## config.mk

```make
export PLATFORM = sky130hd
export DESIGN_NAME = core_tick_timer
export DESIGN_NICKNAME = d
export VERILOG_FILES = /design/src/rtl/ctt_pkg.sv /design/src/rtl/ctt_rst_sync.sv /design/src/rtl/ctt_regif.sv /design/src/rtl/ctt_counter.sv /design/src/rtl/ctt_compare.sv /design/src/rtl/core_tick_timer.sv
export SDC_FILE = /design/constraint.sdc
export NUM_CORES = 1
export LEC_CHECK = 0
export CAP_MARGIN = 40
export CORE_MARGIN = 3
export CORE_UTILIZATION = 65
export DETAILED_ROUTE_END_ITERATION = 8
export DONT_BUFFER_PORTS = 1
export PLACE_DENSITY_LB_ADDON = 0.1
export RECOVER_POWER = 50
export SYNTH_ARGS = -nofsm -noshare
export SYNTH_HDL_FRONTEND = slang
export SYNTH_SLANG_ARGS = --single-unit
```

## constraint.sdc

```tcl
create_clock -name clk -period 6.1 [get_ports clk]
set_input_delay 0.915 -clock clk [delete_from_list [all_inputs] [get_ports clk]]
set_output_delay 0.915 -clock clk [all_outputs]
set_load 0.05 [all_outputs]
```

## src/rtl/ctt_pkg.sv

```systemverilog
package ctt_pkg;
  // register bank selected by the top word-index bit
  typedef enum logic {
    BANK_COUNT  = 1'b0,
    BANK_THRESH = 1'b1
  } bank_e;

  localparam int unsigned BYTE_BITS = 2;
endpackage

```

## src/rtl/ctt_rst_sync.sv

```systemverilog
module ctt_rst_sync (
  input  logic clk,
  input  logic rst_n,
  output logic rst_sync_n
);
  logic [1:0] sync_q;

  always_ff @(posedge clk or negedge rst_n) begin
    if (!rst_n) sync_q <= 2'b00;
    else        sync_q <= {sync_q[0], 1'b1};
  end

  assign rst_sync_n = sync_q[1];
endmodule

```

## src/rtl/ctt_regif.sv

```systemverilog
module ctt_regif
  import ctt_pkg::*;
#(
  parameter int DATA_W = 32,
  parameter int NWORD  = 2,
  parameter int WSEL_W = 1,
  parameter int ADDR_W = 4
) (
  input  logic                      clk,
  input  logic                      rst_n,
  input  logic                      sel,
  input  logic                      wr,
  input  logic [ADDR_W-1:0]         addr,
  input  logic [NWORD*DATA_W-1:0]   count,
  input  logic [NWORD*DATA_W-1:0]   thresh,
  output logic [NWORD-1:0]          cnt_we,
  output logic [NWORD-1:0]          thr_we,
  output logic [DATA_W-1:0]         rdata
);
  logic [WSEL_W-1:0] word_idx;
  bank_e             bank;
  logic [DATA_W-1:0] rd_mux;
  logic              rd_en;
  logic              byte_unused;

  assign word_idx    = addr[WSEL_W+BYTE_BITS-1:BYTE_BITS];
  assign bank        = bank_e'(addr[WSEL_W+BYTE_BITS]);
  assign byte_unused = ^addr[BYTE_BITS-1:0];
  assign rd_en       = sel & ~wr;

  always_comb begin
    cnt_we = '0;
    thr_we = '0;
    rd_mux = '0;
    for (int k = 0; k < NWORD; k++) begin
      if (word_idx == WSEL_W'(k)) begin
        cnt_we[k] = sel & wr & (bank == BANK_COUNT);
        thr_we[k] = sel & wr & (bank == BANK_THRESH);
        rd_mux    = (bank == BANK_THRESH) ? thresh[k*DATA_W +: DATA_W]
                                          : count[k*DATA_W +: DATA_W];
      end
    end
  end

  always_ff @(posedge clk or negedge rst_n) begin
    if (!rst_n)     rdata <= '0;
    else if (rd_en) rdata <= rd_mux;
  end
endmodule

```

## src/rtl/ctt_counter.sv

```systemverilog
module ctt_counter #(
  parameter int DATA_W = 32,
  parameter int NWORD  = 2,
  localparam int CNT_W = NWORD*DATA_W
) (
  input  logic              clk,
  input  logic              rst_n,
  input  logic              tick,
  input  logic              halt,
  input  logic              inhibit,
  input  logic [NWORD-1:0]  we,
  input  logic [DATA_W-1:0] wdata,
  output logic [CNT_W-1:0]  count
);
  logic             adv;
  logic             cnt_ce;
  logic [CNT_W-1:0] cnt_d;

  assign adv    = tick & ~halt & ~inhibit;
  assign cnt_ce = adv | (|we);

  always_comb begin
    cnt_d = adv ? count + CNT_W'(1) : count;
    for (int k = 0; k < NWORD; k++) begin
      if (we[k]) cnt_d[k*DATA_W +: DATA_W] = wdata;
    end
  end

  always_ff @(posedge clk or negedge rst_n) begin
    if (!rst_n)      count <= '0;
    else if (cnt_ce) count <= cnt_d;
  end

  // debug execution freezes the count unless software writes it
  assert_halt_freeze_R5: assert property (@(posedge clk) disable iff (!rst_n)
    (halt && we == '0) |=> $stable(count));

  // inhibit freezes the count unless software writes it
  assert_inhibit_freeze_R6: assert property (@(posedge clk) disable iff (!rst_n)
    (inhibit && we == '0) |=> $stable(count));

  // no tick, no write, no change
  assert_idle_hold_R3: assert property (@(posedge clk) disable iff (!rst_n)
    (!tick && we == '0) |=> $stable(count));
endmodule

```

## src/rtl/ctt_compare.sv

```systemverilog
module ctt_compare #(
  parameter int DATA_W = 32,
  parameter int NWORD  = 2,
  localparam int CNT_W = NWORD*DATA_W
) (
  input  logic              clk,
  input  logic              rst_n,
  input  logic [NWORD-1:0]  we,
  input  logic [DATA_W-1:0] wdata,
  input  logic [CNT_W-1:0]  count,
  output logic [CNT_W-1:0]  thresh,
  output logic              irq
);
  logic [CNT_W-1:0] thr_d;
  logic             thr_ce;
  logic             irq_d;

  assign thr_ce = |we;
  assign irq_d  = (count >= thresh);

  always_comb begin
    thr_d = thresh;
    for (int k = 0; k < NWORD; k++) begin
      if (we[k]) thr_d[k*DATA_W +: DATA_W] = wdata;
    end
  end

  always_ff @(posedge clk or negedge rst_n) begin
    if (!rst_n)      thresh <= '1;
    else if (thr_ce) thresh <= thr_d;
  end

  always_ff @(posedge clk or negedge rst_n) begin
    if (!rst_n) irq <= 1'b0;
    else        irq <= irq_d;
  end

  // a rising interrupt follows a count at or past the threshold
  assert_irq_rise_R7: assert property (@(posedge clk) disable iff (!rst_n)
    $rose(irq) |-> $past(count) >= $past(thresh));

  // untouched threshold halves keep their value
  assert_thr_hold_R9: assert property (@(posedge clk) disable iff (!rst_n)
    (we == '0) |=> $stable(thresh));
endmodule

```

## src/rtl/core_tick_timer.sv

```systemverilog
module core_tick_timer #(
  parameter int DATA_W  = 32,
  parameter int CNT_W   = 64,
  localparam int NWORD  = CNT_W / DATA_W,
  localparam int WSEL_W = $clog2(NWORD),
  localparam int ADDR_W = WSEL_W + 3
) (
  input  logic              clk,
  input  logic              rst_n,
  input  logic              rtc_tick,
  input  logic              dbg_halt,
  input  logic              cnt_inhibit,
  input  logic              reg_sel,
  input  logic              reg_wr,
  input  logic [ADDR_W-1:0] reg_addr,
  input  logic [DATA_W-1:0] reg_wdata,
  output logic [DATA_W-1:0] reg_rdata,
  output logic              timer_irq
);
  logic             rst_sync_n;
  logic [NWORD-1:0] cnt_we;
  logic [NWORD-1:0] thr_we;
  logic [CNT_W-1:0] count;
  logic [CNT_W-1:0] thresh;

  ctt_rst_sync u_rst (
    .clk        (clk),
    .rst_n      (rst_n),
    .rst_sync_n (rst_sync_n)
  );

  ctt_regif #(
    .DATA_W (DATA_W), .NWORD (NWORD), .WSEL_W (WSEL_W), .ADDR_W (ADDR_W)
  ) u_regif (
    .clk    (clk),
    .rst_n  (rst_sync_n),
    .sel    (reg_sel),
    .wr     (reg_wr),
    .addr   (reg_addr),
    .count  (count),
    .thresh (thresh),
    .cnt_we (cnt_we),
    .thr_we (thr_we),
    .rdata  (reg_rdata)
  );

  ctt_counter #(.DATA_W (DATA_W), .NWORD (NWORD)) u_counter (
    .clk     (clk),
    .rst_n   (rst_sync_n),
    .tick    (rtc_tick),
    .halt    (dbg_halt),
    .inhibit (cnt_inhibit),
    .we      (cnt_we),
    .wdata   (reg_wdata),
    .count   (count)
  );

  ctt_compare #(.DATA_W (DATA_W), .NWORD (NWORD)) u_compare (
    .clk    (clk),
    .rst_n  (rst_sync_n),
    .we     (thr_we),
    .wdata  (reg_wdata),
    .count  (count),
    .thresh (thresh),
    .irq    (timer_irq)
  );

  // a free tick steps the full-width count by one, carry included
  assert_step_one_R3: assert property (@(posedge clk) disable iff (!rst_sync_n)
    (rtc_tick && !dbg_halt && !cnt_inhibit && cnt_we == '0)
      |=> count == $past(count) + CNT_W'(1));

  // threshold writes never disturb the count
  assert_thr_wr_isolated_R10: assert property (@(posedge clk) disable iff (!rst_sync_n)
    (thr_we != '0 && !rtc_tick) |=> $stable(count));

  // at most one word is written per access
  assert_single_word_R2: assert property (@(posedge clk) disable iff (!rst_sync_n)
    $onehot0({cnt_we, thr_we}));

  generate
    for (genvar g = 0; g < NWORD; g++) begin : g_wr_chk
      // a written count half takes the bus data even on a tick
      assert_wr_wins_R8: assert property (@(posedge clk) disable iff (!rst_sync_n)
        cnt_we[g] |=> count[g*DATA_W +: DATA_W] == $past(reg_wdata));
    end
  endgenerate
endmodule

```

== Word level (Yosys, flattened, before mapping) ==
Cells that the tools add are included.

* Register bits: 163
* Latch bits: 0
* Bits in writable memories: 0
* ROM bits: 0
* Word-level logic and storage cells: 38
* Memories kept: 0

* Add/sub/neg operators: 1
* Multiply operators: 0
* Divide/modulo/power cells: 0
* Magnitude comparators: 1
* Equality and inequality tests: 0
* Shift operators: 0
* Mux-type cells: 10
* Bitwise operators: 11
* Reduce and logical (&&, ||, !) cells: 8

{| class="wikitable"
|+ Operators by type and width
! operator !! number
|-
| $mux 32 || 5
|-
| $add 64x1->64 const B || 1
|-
| $ge 64x64->1 || 1
|-
| $mux 64 || 1
|-
| $reduce_and 2->1 || 4
|-
| $and 1x1->1 || 6
|-
| $mux 1 || 4
|-
| $not 1->1 || 4
|-
| $reduce_bool 2->1 || 2
|-
| $reduce_or 2->1 || 2
|-
| $or 1x1->1 || 1
|}

== Longest topological paths before layout ==
* Word-level depth: 6
* Gate-level depth with buffers: 8

== Modules after synthesis ==
Synthesis repeated with hierarchy kept, for this count alone.

* Cell total of the unflattened synthesis: 1032
* Area total of the unflattened synthesis: 10110.9 um^2

{| class="wikitable"
|+ By module, submodules not included
! module !! times used !! cells an instance !! area an instance (um^2) !! sequential area each (um^2)
|-
| ctt_counter || 1 || 481 || 4020.1 || 1601.5
|-
| ctt_compare || 1 || 434 || 3903.7 || 1706.6
|-
| ctt_regif || 1 || 114 || 2133.3 || 800.8
|-
| ctt_rst_sync || 1 || 3 || 53.8 || 50.0
|}

== Worst setup path after synthesis ==
No wires, ideal clock.

* Path type: input to register
* From: input cnt_inhibit
* To: register u_counter.count[58]
* Setup time: 0.082 ns
* Arrival: 2.860 ns
* Setup slack: 3.158 ns
* Stages: 7
* Buffers on the path: 1
* Cells stage by stage: and4bb_2 -> or4b_1 -> buf_2 -> nor4_4 -> nand4_1 -> or4_1 -> a31oi_1

* Longest elaborated chain between the ends: 4
* Elaborated cells between the ends (all ways): 5
* Classes of those cells: bitwise (3); reduce/logical (2)

{| class="wikitable"
|+ RTL lines
! item !! RTL line !! source
|-
| from (decl) || core_tick_timer.sv:12 || <nowiki>input logic cnt_inhibit,</nowiki>
|-
| $not 1->1 * || ctt_counter.sv:19 || <nowiki>assign adv = tick & ~halt & ~inhibit;</nowiki>
|-
| $and 1x1->1 * || ctt_counter.sv:19 ||
|-
| $reduce_bool 2->1 (no line) or $or 1x1->1 (tied branches) || -- ||
|-
| $reduce_and 2->1 (no line) * || -- ||
|-
| to (signal assigned) || ctt_counter.sv:31 || <nowiki>else if (cnt_ce) count <= cnt_d;</nowiki>
|-
| to (decl) || ctt_counter.sv:13 || <nowiki>output logic [CNT_W-1:0] count</nowiki>
|}

Mark *: on every way between the ends. The rest lies on a longest branch, timed or not.
A chain may end at the register's enable or synchronous reset.

==> impl_results.md <==
* Placed Instances at approximately 1100
* Root buffer cell: clkbuf_16
* Layout cells sized above 1 at a little over a quarter
* Initial antenna violation count at 0
* Post-CTS Setup Bufs at 0
* Routability cong. at 0.8949
* Clk buf depth at 2
* Largest family of logic cells by synthesized area: multiplexers
* P_leak at 4.334 nW
* Failing checks: capacitance limit, slew limit
* Number of global-route vias before repair at 7366
* Area Overhead vs Synth at 8.535%
* Simple-gate area share of the yosys netlist at 13.79%
* Post-synthesis mux area share at 18.70%
* Asr flop ratio synth at between 90% and 100%
* Core ar. at roughly 0.014 mm²
* Unrepaired setup endpoints after global routing: no
* Worst skew pair latency at around 0.44 ns
* Synth top area share at roughly 26%
* Hold crit path type: input port to asynchronous set/reset pin
* Diode count at 0
* Initial DRC count at slightly below 700
* DP HPWL at around 17000 µm
* Port Buffers at 0
* Crit-path max FO at 57
* Pre-antenna DRT Iters at 5
* Critical path class: flip-flop to asynchronous set/reset pin
* Setup TNS Final at 0 ns
* Chip Height at roughly 130 µm
* Compound-Gate Fraction of Synth Area at between 6 and 7%
* Fin nets at 1005
* Distinct cells, synth at 49
* Max Cap Violations at 2
* Outcome: complete, but fails checks
* Slew Limit Fails at 91
* Rel. slew slack at -97.68%
* Family with the most delay on the worst path: buffers and inverters
* Post-synthesis adder-cell area fraction at 8.393%
* CP max-delay cell: clkbuf_1
* F_max at roughly 280 MHz
* Overall Global Routing Usage at a little over 30%
* Final Hold Viols at 0
* Setup-failing EPs final at 0
* Tcrit/Tclk final at between 50% and 60%
* Full die area at ~0.016 mm²
* Clk sinks at between 150 and 200
* Crit path cell chain: clkbuf_1
* Routed Antenna Nets at 0
* FF+latch count, synth at 163
* Seq/Total Area, Yosys at between 40% and 50%
* Syn_nets at between 1000 and 1500
* Routed WL at roughly 24000 µm
* Vias/cell at around 6.6
* Total Power at 4.012 mW
* First-pass GRT wire length at ~39000 µm
* Cts repair resizes at 0
* EDFF count, synth at 0
* Total grt overflow at 0
* Worst setup EP type: asynchronous set/reset pin
* Synth cell count leaders: dfrtp_1 (99), nand2_1 (99), mux2_2 (96)
* Final Skew at 0.01574 ns
* Clk pin slew, worst setup/hold paths at 0.06 ns
* WP buf/inv at 1
* Critical Path AT at 3.52 ns
* Measured slew at the worst slew-check pin at 2.965 ns
* Cells after Synth at between 900 and 1000
* Num CTS Buffers at 17
* Hold_ws at 0.1701 ns
* Cell taking the most area after synthesis: dfrtp_1
* Wire per inst at between 20 and 25 µm
* Die W at around 130 µm
* Syn Area/Cell at between 10 and 15 µm²
* DRC viols at 0
* Slowest stage delay, CP at about 2.2 ns
* Vias after detailed routing at 7162
* VDD IR max at roughly 0.30 mV
* # rows at 43
* Post-Synth XOR/XNOR Area at 5.152%
* Cell Area, Synth at slightly below 0.01 mm²
* Post-CTS Hold Fix Bufs at 0
* CTS tree: built
* Ports at 76
* Startpoint types: flip-flop
* Top_reg_cell synth: dfrtp_1
* PwrDens at 381.4 mW/mm²
* Final non-filler cell total at 1090
* H-tree levels at 4
* Warning count from the yosys run at 0
* Data required, critical path at approximately 6 ns
* Synth area leaders: dfrtp_1 (26%), dfstp_2 (17%), mux2_2 (11%), ha_1 (8.4%), mux4_2 (7.4%)
* Initial Util at roughly 68%
* Fin crit period at about 3.6 ns
* Largest net degree at the start of global routing at 66
==> per-stage QoR <==
stage	setup WS, ns	utilization (%)	instance area [µm²]
after floorplan	1.334	-	9691
after global placement	2.787	69.25	9836
after detailed placement	2.765	69.83	9918
after CTS	2.958	74.35	10560
after global routing	1.779	74.05	10520
final	2.465	74.05	10520
==> placed cells by master, fill, tap and decap left out, drive strengths merged, types with 2 or more instances in the layout <==
cell      netlist  layout
nand2          99      99
dfrtp          99      99
mux2           96      96
inv            73      76
o21ai          67      67
ha             65      65
dfstp          64      64
nand4          39      39
a21oi          37      37
xor2           36      36
nand3          33      33
mux4           32      32
nor2           25      25
xnor2          21      21
clkbuf         29      21
nor3           17      17
and2            9       9
and3            8       8
nor4            8       8
or4             6       6
and4            5       5
buf             6       5
bufinv          0       4
clkinvlp        0       4
a211oi          3       3
a31oi           3       3
clkinv          0       3
a21o            2       2
nor2b           2       2
o31ai           2       2
o311ai          2       2
or2             2       2
==> worst paths after layout <==
path	startpoint	end	slack, ns	cells after the start
max reg2reg	u_rst.sync_q[1]	u_counter.count[51]	2.47	1
max	u_rst.sync_q[1]	u_counter.count[51]	2.47	1
min in group clk	u_rst.sync_q[0]	u_rst.sync_q[1]	0.36	0
min	rst_n	u_rst.sync_q[0]	0.17	0
min reg2reg	u_rst.sync_q[1]	u_counter.count[29]	0.35	0
max in group clk	u_counter.count[0]	u_counter.count[48]	2.88	7
==> routing by layer <==
layer | global-route usage, % | routed length (µm)
met2 | 48.52 | 11400
met5 | 0 | 0
met4 | 10.42 | 548
met1 | 40.98 | 10060
met3 | 6.833 | 1716
==> cell type report <==
class	count	area, µm²
fill	995	3686
inverter	73	274.0
clock inverter	14	202.7
sequential	163	4159
clock buffer	18	439.2
timing repair buffer	8	88.84
multi-input combinational	634	5129
tap	180	225.2
==> sequential cells by signal (all words and copies together), names as in the netlist <==
name	flops
u_counter.count	64
u_regif.rdata	32
u_compare.irq	1
u_compare.thresh	64
u_rst.sync_q	2
==> report_power, final <==
part / internal, mW / switching [mW] / total (mW)
Sequential: 1.40 / 0.561 / 1.97
Clock: 0.701 / 0.459 / 1.16
Combinational: 0.462 / 0.423 / 0.885
Total: 2.57 / 1.44 / 4.01
==> cell families after synthesis <==
kind of cell               after synthesis
muxes                                  129
DFF                                    163
and+or+nand+nor                        260
adders and majority gates               65
AOI/OAI and AO/OA                      122
other                                    1
buffers and inverters                  108
xor gates and xnor gates                57
No activity file was read; power rests on OpenSTA's default activity.
